==> config.mk <==
export PLATFORM = sky130hd
export DESIGN_NAME = gpio_timer_port
export DESIGN_NICKNAME = d
export VERILOG_FILES = /design/src/rtl/gpio_port_pkg.sv /design/src/rtl/gpio_regs.sv /design/src/rtl/gpio_sync.sv /design/src/rtl/gpio_pinmux.sv /design/src/rtl/gpio_readmux.sv /design/src/rtl/gpio_timer_port.sv
export SDC_FILE = /design/constraint.sdc
export NUM_CORES = 1
export LEC_CHECK = 0
export BUFFER_PORTS_ARGS = -buffer_cell sky130_fd_sc_hd__buf_2
export CORE_MARGIN = 3
export CORE_UTILIZATION = 45
export CTS_BUF_LIST = sky130_fd_sc_hd__clkbuf_8
export CTS_CLUSTER_SIZE = 10
export DETAILED_ROUTE_END_ITERATION = 8
export HOLD_SLACK_MARGIN = 0.02
export PLACE_DENSITY_LB_ADDON = 0.05
export SLEW_MARGIN = 30
export SYNTH_ARGS = -nofsm -noshare
export SYNTH_HDL_FRONTEND = slang
export SYNTH_SLANG_ARGS = --single-unit
==> constraint.sdc <==
create_clock -name clk -period 2.5 [get_ports clk]
set_input_delay 0.5 -clock clk [delete_from_list [all_inputs] [get_ports clk]]
set_output_delay 0.5 -clock clk [all_outputs]
set_load 0.02 [all_outputs]
==> src/rtl/gpio_port_pkg.sv <==
package gpio_port_pkg;
  localparam int SEL_W = 2;

  typedef struct packed {
    logic val_we;
    logic oen_we;
  } reg_we_t;

  function automatic logic sel_claims(input logic [SEL_W-1:0] sel);
    return |sel;
  endfunction
endpackage

==> src/rtl/gpio_regs.sv <==
module gpio_regs
  import gpio_port_pkg::*;
#(
  parameter int PIN_W    = 7,
  parameter int ADDR_W   = 2,
  parameter int DATA_W   = 8,
  parameter int VAL_ADDR = 0,
  parameter int OEN_ADDR = 1
) (
  input  logic              clk,
  input  logic              rst,
  input  logic [ADDR_W-1:0] bus_addr,
  input  logic              bus_wr,
  input  logic [DATA_W-1:0] bus_wdata,
  output logic [PIN_W-1:0]  val_q,
  output logic [PIN_W-1:0]  oen_q
);
  reg_we_t we;
  logic    unused_hi;

  assign unused_hi = ^bus_wdata[DATA_W-1:PIN_W];

  always_comb begin
    we.val_we = bus_wr && (bus_addr == ADDR_W'(VAL_ADDR));
    we.oen_we = bus_wr && (bus_addr == ADDR_W'(OEN_ADDR));
  end

  always_ff @(posedge clk) begin
    if (rst) begin
      oen_q <= '0;
    end else if (we.oen_we) begin
      oen_q <= bus_wdata[PIN_W-1:0];
    end
  end

  // stored output values carry no reset
  always_ff @(posedge clk) begin
    if (!rst && we.val_we) begin
      val_q <= bus_wdata[PIN_W-1:0];
    end
  end

  a_r3_oen_cleared: assert property (@(posedge clk)
    rst |=> (oen_q == '0));

  a_r2_oen_write: assert property (@(posedge clk) disable iff (rst)
    (bus_wr && bus_addr == ADDR_W'(OEN_ADDR)) |=> (oen_q == $past(bus_wdata[PIN_W-1:0])));

  a_r9_val_write: assert property (@(posedge clk) disable iff (rst)
    (bus_wr && bus_addr == ADDR_W'(VAL_ADDR)) |=> (val_q == $past(bus_wdata[PIN_W-1:0])));
endmodule

==> src/rtl/gpio_sync.sv <==
module gpio_sync #(
  parameter int PIN_W  = 7,
  parameter int STAGES = 2
) (
  input  logic             clk,
  input  logic [PIN_W-1:0] pin_in,
  output logic [PIN_W-1:0] pin_sync
);
  logic [PIN_W-1:0] stage_q [STAGES];

  always_ff @(posedge clk) begin
    stage_q[0] <= pin_in;
    for (int s = 1; s < STAGES; s++) begin
      stage_q[s] <= stage_q[s-1];
    end
  end

  assign pin_sync = stage_q[STAGES-1];
endmodule

==> src/rtl/gpio_pinmux.sv <==
module gpio_pinmux
  import gpio_port_pkg::*;
#(
  parameter int               PIN_W    = 7,
  parameter logic [PIN_W-1:0] ALT_MASK = 7'b011_1111
) (
  input  logic                   clk,
  input  logic                   rst,
  input  logic [PIN_W-1:0]       val_q,
  input  logic [PIN_W-1:0]       oen_q,
  input  logic [SEL_W*PIN_W-1:0] tmr_els,
  input  logic [PIN_W-1:0]       tmr_out,
  input  logic [PIN_W-1:0]       tmr_oe,
  output logic [PIN_W-1:0]       pin_out,
  output logic [PIN_W-1:0]       pin_oe
);
  logic [PIN_W-1:0] owned;
  logic [PIN_W-1:0] nxt_out;
  logic [PIN_W-1:0] nxt_oe;

  for (genvar i = 0; i < PIN_W; i++) begin : g_pin
    if (ALT_MASK[i]) begin : g_alt
      assign owned[i]   = sel_claims(tmr_els[SEL_W*i +: SEL_W]);
      assign nxt_out[i] = owned[i] ? tmr_out[i] : val_q[i];
      assign nxt_oe[i]  = owned[i] ? tmr_oe[i]  : oen_q[i];

      a_r6_timer_drive: assert property (@(posedge clk) disable iff (rst)
        owned[i] |=> (pin_out[i] == $past(tmr_out[i]) && pin_oe[i] == $past(tmr_oe[i])));
    end else begin : g_plain
      logic unused_alt;
      assign unused_alt = ^{tmr_els[SEL_W*i +: SEL_W], tmr_out[i], tmr_oe[i]};
      assign owned[i]   = 1'b0;
      assign nxt_out[i] = val_q[i];
      assign nxt_oe[i]  = oen_q[i];
    end

    a_r11_port_drive: assert property (@(posedge clk) disable iff (rst)
      !owned[i] |=> (pin_out[i] == $past(val_q[i]) && pin_oe[i] == $past(oen_q[i])));
  end

  always_ff @(posedge clk) begin
    if (rst) begin
      pin_out <= '0;
      pin_oe  <= '0;
    end else begin
      pin_out <= nxt_out;
      pin_oe  <= nxt_oe;
    end
  end

  a_r3_oe_low: assert property (@(posedge clk)
    rst |=> (pin_oe == '0));
endmodule

==> src/rtl/gpio_readmux.sv <==
module gpio_readmux #(
  parameter int PIN_W    = 7,
  parameter int ADDR_W   = 2,
  parameter int DATA_W   = 8,
  parameter int VAL_ADDR = 0,
  parameter int OEN_ADDR = 1
) (
  input  logic [ADDR_W-1:0] bus_addr,
  input  logic [PIN_W-1:0]  val_q,
  input  logic [PIN_W-1:0]  oen_q,
  input  logic [PIN_W-1:0]  pin_sync,
  output logic [DATA_W-1:0] bus_rdata
);
  logic [PIN_W-1:0] port_view;

  for (genvar i = 0; i < PIN_W; i++) begin : g_src
    assign port_view[i] = oen_q[i] ? val_q[i] : pin_sync[i];
  end

  always_comb begin
    bus_rdata = '0;
    if (bus_addr == ADDR_W'(VAL_ADDR)) begin
      bus_rdata[PIN_W-1:0] = port_view;
    end else if (bus_addr == ADDR_W'(OEN_ADDR)) begin
      bus_rdata[PIN_W-1:0] = oen_q;
    end
  end
endmodule

==> src/rtl/gpio_timer_port.sv <==
module gpio_timer_port
  import gpio_port_pkg::*;
#(
  parameter int               PIN_W       = 7,
  parameter int               ADDR_W      = 2,
  parameter int               DATA_W      = 8,
  parameter int               VAL_ADDR    = 0,
  parameter int               OEN_ADDR    = 1,
  parameter int               SYNC_STAGES = 2,
  parameter logic [PIN_W-1:0] ALT_MASK    = 7'b011_1111
) (
  input  logic                   clk,
  input  logic                   rst,
  input  logic [ADDR_W-1:0]      bus_addr,
  input  logic                   bus_wr,
  input  logic [DATA_W-1:0]      bus_wdata,
  output logic [DATA_W-1:0]      bus_rdata,
  input  logic [PIN_W-1:0]       pin_in,
  output logic [PIN_W-1:0]       pin_out,
  output logic [PIN_W-1:0]       pin_oe,
  input  logic [SEL_W*PIN_W-1:0] tmr_els,
  input  logic [PIN_W-1:0]       tmr_out,
  input  logic [PIN_W-1:0]       tmr_oe
);
  logic [PIN_W-1:0] val_q;
  logic [PIN_W-1:0] oen_q;
  logic [PIN_W-1:0] pin_sync;

  gpio_regs #(
    .PIN_W(PIN_W), .ADDR_W(ADDR_W), .DATA_W(DATA_W),
    .VAL_ADDR(VAL_ADDR), .OEN_ADDR(OEN_ADDR)
  ) u_regs (
    .clk(clk), .rst(rst), .bus_addr(bus_addr), .bus_wr(bus_wr),
    .bus_wdata(bus_wdata), .val_q(val_q), .oen_q(oen_q)
  );

  gpio_sync #(.PIN_W(PIN_W), .STAGES(SYNC_STAGES)) u_sync (
    .clk(clk), .pin_in(pin_in), .pin_sync(pin_sync)
  );

  gpio_pinmux #(.PIN_W(PIN_W), .ALT_MASK(ALT_MASK)) u_mux (
    .clk(clk), .rst(rst), .val_q(val_q), .oen_q(oen_q),
    .tmr_els(tmr_els), .tmr_out(tmr_out), .tmr_oe(tmr_oe),
    .pin_out(pin_out), .pin_oe(pin_oe)
  );

  gpio_readmux #(
    .PIN_W(PIN_W), .ADDR_W(ADDR_W), .DATA_W(DATA_W),
    .VAL_ADDR(VAL_ADDR), .OEN_ADDR(OEN_ADDR)
  ) u_rd (
    .bus_addr(bus_addr), .val_q(val_q), .oen_q(oen_q),
    .pin_sync(pin_sync), .bus_rdata(bus_rdata)
  );
endmodule

==> flow_metrics.tcl <==
set metrics [dict create \
    worst_pin_slew_ns 0.573 \
    fin_cells 240 \
    postRouteAntennaNets 0 \
    p_int_uw 967 \
    post-route-min-period_ns 1.97 \
    post-synth-top-area-cell "dfxtp_1" \
    antennaDiodeCount 0 \
    r2r_start "u_regs.oen_q[4]$_SDFFE_PP0P_" \
    endpoint_kind "output pin" \
    critPathSlowestCell "or3b_2" \
    grt-ovfl-total 0 \
    p_leak_uw 0.000836 \
    rrSetupSlack_ns 1.48 \
    cts_buffers 5 \
    dpl.hpwl_mm 2.07 \
    fmax_ghz 0.507 \
    hold_start "pin_in[6]" \
    cts-hold-fix-buffers 0 \
    root_buffer "clkbuf_8" \
    syn_inst 131 \
    hold_path_class "input port to flip-flop" \
    synthTopCellsByArea "dfxtp_1, edfxtp_1, or3b_2, a21oi_1, o21ai_0" \
    dp_slack_ns 0.514 \
    required_ns 2.00 \
    swShare_pct 23.0 \
    combPwrFrac_pct 10.8 \
    drt-total-wl_mm 2.83 \
    rsz0062_at_grt "false" \
    ios 70 \
    viasPerCell 4.69 \
    clock_path_buffers 2 \
    fp.dieH_um 63.9 \
    crit_path_start_kind "input port" \
    areaGrowthSynthToFinish_pct 27.6 \
    hold_viol 0 \
    drtIter0Drc 25 \
    fin_crit_sh_pct 79.0 \
    htreeDepth 2 \
    worst-setup-path-type "input port to output pin" \
    rows 20 \
    drive_gt1_share_pct 44.9 \
    cp_common_cell "buf_2" \
    clk_pin_slew_worst_paths_ns 0.07 \
    die_w_um 63.9 \
    nets 243 \
    holdWs_ns 0.309 \
    setup_ws_ns 0.526 \
    synth_top_cell_area_share_pct 46.5 \
    ys_ff_latch 42 \
    drv_slew 0 \
    syn_nets 179 \
    final.setup.tns_ns 0 \
    die_area_um2 4080 \
    cts.sinks 42 \
    p_per_area_nw_per_um2 654 \
    io_buffers 63 \
    grt_pass1_wl_mm 4.76 \
    initial_utilization_pct 48.2 \
    critPathCapture "bus_rdata[2]" \
    crit_chain "buf_2 -> or3b_2 -> a21oi_1 -> buf_2" \
    final_util_pct 61.4 \
    drc 0 \
    cp.arrival_ns 1.47 \
    vdd_ir_drop_max_mv 0.376 \
    slew_headroom_pct 61.7 \
    grt_pass1_vias 1078 \
    reg2reg_to "u_mux.pin_oe[4]$_SDFF_PP0_" \
    wire_per_inst_um 11.8 \
    track_usage_pct 15.1 \
    setup_viol 0 \
    p_clk_share_pct 31.3 \
    worstSkewPairLatency_ns 0.29 \
    vias 1125 \
    ys_warn_count 0 \
    pwr-share-seq_pct 57.9 \
    post-cts-setup-buffers 0 \
    synth_edf_count 7 \
    post_cts_resized 0 \
    slowest_delay_ns 0.46 \
    r2r_cells 2 \
    synthFlopType "dfxtp_1" \
    synth_seq_area_share_pct 60.5 \
    dp.cells 232 \
    path_max_fanout 16 \
    finClkSkew_ns 0.00618 \
    ys_types 17 \
    critPathLaunch "bus_addr[0]" \
    p_switching_uw 289 \
    core-area_um2 3130 \
    place_congestion 0.641 \
    syn_area_per_cell_um2 11.5 \
    tritoncts "yes" \
    mappedNetlistArea_um2 1510 \
    async_reset_ff_share_pct 0 \
    antenna_found_initial 0 \
    cap_violations 0 \
    outcome "completed" \
    grt_start_max_net_pins 29 \
    first_pass_iters 5 \
]
==> cells in the mapped netlist, types with 2 or more instances <==
library cell	n
dfxtp_1	35
a21oi_1	19
o21ai_0	19
or3b_2	17
nand2b_1	12
edfxtp_1	7
mux2i_1	6
buf_2	3
nor2b_1	3
buf_6	2
or3b_1	2
==> metrics by stage <==
stage               power, µW  instance area, µm²
floorplan                 819                1510
global placement          875                1840
detailed placement        880                1840
CTS                      1270                1920
global route             1330                1920
finish                   1260                1920
==> critical path, delay by kind of cell <==
| kind | cells | cell delay [ns] |
|---|---|---|
| buffers and inverters | 2 | 0.36 |
| AND/OR/NAND/NOR | 1 | 0.46 |
| AO/OA/AOI/OAI | 1 | 0.15 |
==> layout by cell type (no fill, tap or decap) <==
cell type	instances
mux2_4	1
conb_1	1
nor2b_1	3
nor4b_2	1
clkbuf_8	5
and3b_1	1
a21oi_1	19
inv_1	3
buf_2	63
or3b_2	17
edfxtp_1	7
or3b_1	2
nand2b_1	12
mux2i_1	6
buf_4	1
o21ai_0	19
dfxtp_1	35
==> final cells by class <==
class / instances / area, µm²
fill: 284 / 1210
sequential: 42 / 911
multi-input combinational: 82 / 553
timing repair buffer: 64 / 323
clock buffer: 5 / 68.8
tap: 44 / 55.1
clock inverter: 3 / 11.3
==> flip-flops by register name, indices dropped and copies added (netlist names) <==
signal / flops
u_sync.stage_q: 14
u_mux.pin_oe: 7
u_mux.pin_out: 7
u_regs.oen_q: 7
u_regs.val_q: 7
==> power by group through the flow <==
stage	combinational (µW)	clock, µW	sequential, µW
after floorplan	61.1	0	758
after global placement	133	0	742
after detailed placement	137	0	743
after CTS	137	409	728
after global routing	149	451	731
final	135	393	727
==> worst min path at each step <==
stage	end	slack (ns)	cells after the start
finish	u_sync.stage_q[0][6]$_DFF_P_	0.31	1
detailed placement	u_sync.stage_q[0][10]$_DFF_P_	0.31	0
floorplan	u_sync.stage_q[0][10]$_DFF_P_	0.31	0
CTS	u_sync.stage_q[0][3]$_DFF_P_	0.30	1
global placement	u_sync.stage_q[0][7]$_DFF_P_	0.31	0
global route	u_sync.stage_q[0][3]$_DFF_P_	0.29	1
==> cell families after synthesis <==
| family | synth area share [%] |
|---|---|
| DFF | 60.5 |
| and+or+nand+nor | 18.4 |
| buffers and inverters | 3.24 |
| AOI/OAI and AO/OA | 12.6 |
| muxes | 4.98 |
| other | 0.249 |
==> metal layers <==
layer	part of all wire, %	vias up	GRT usage, %
li1	-	588	-
met1	38	489	16.2
met2	51	41	25.8
met3	9.1	7	5.10
met4	2.0	0	8.09
met5	0	-	0
Note: power is estimated with default switching activity, not from simulation.
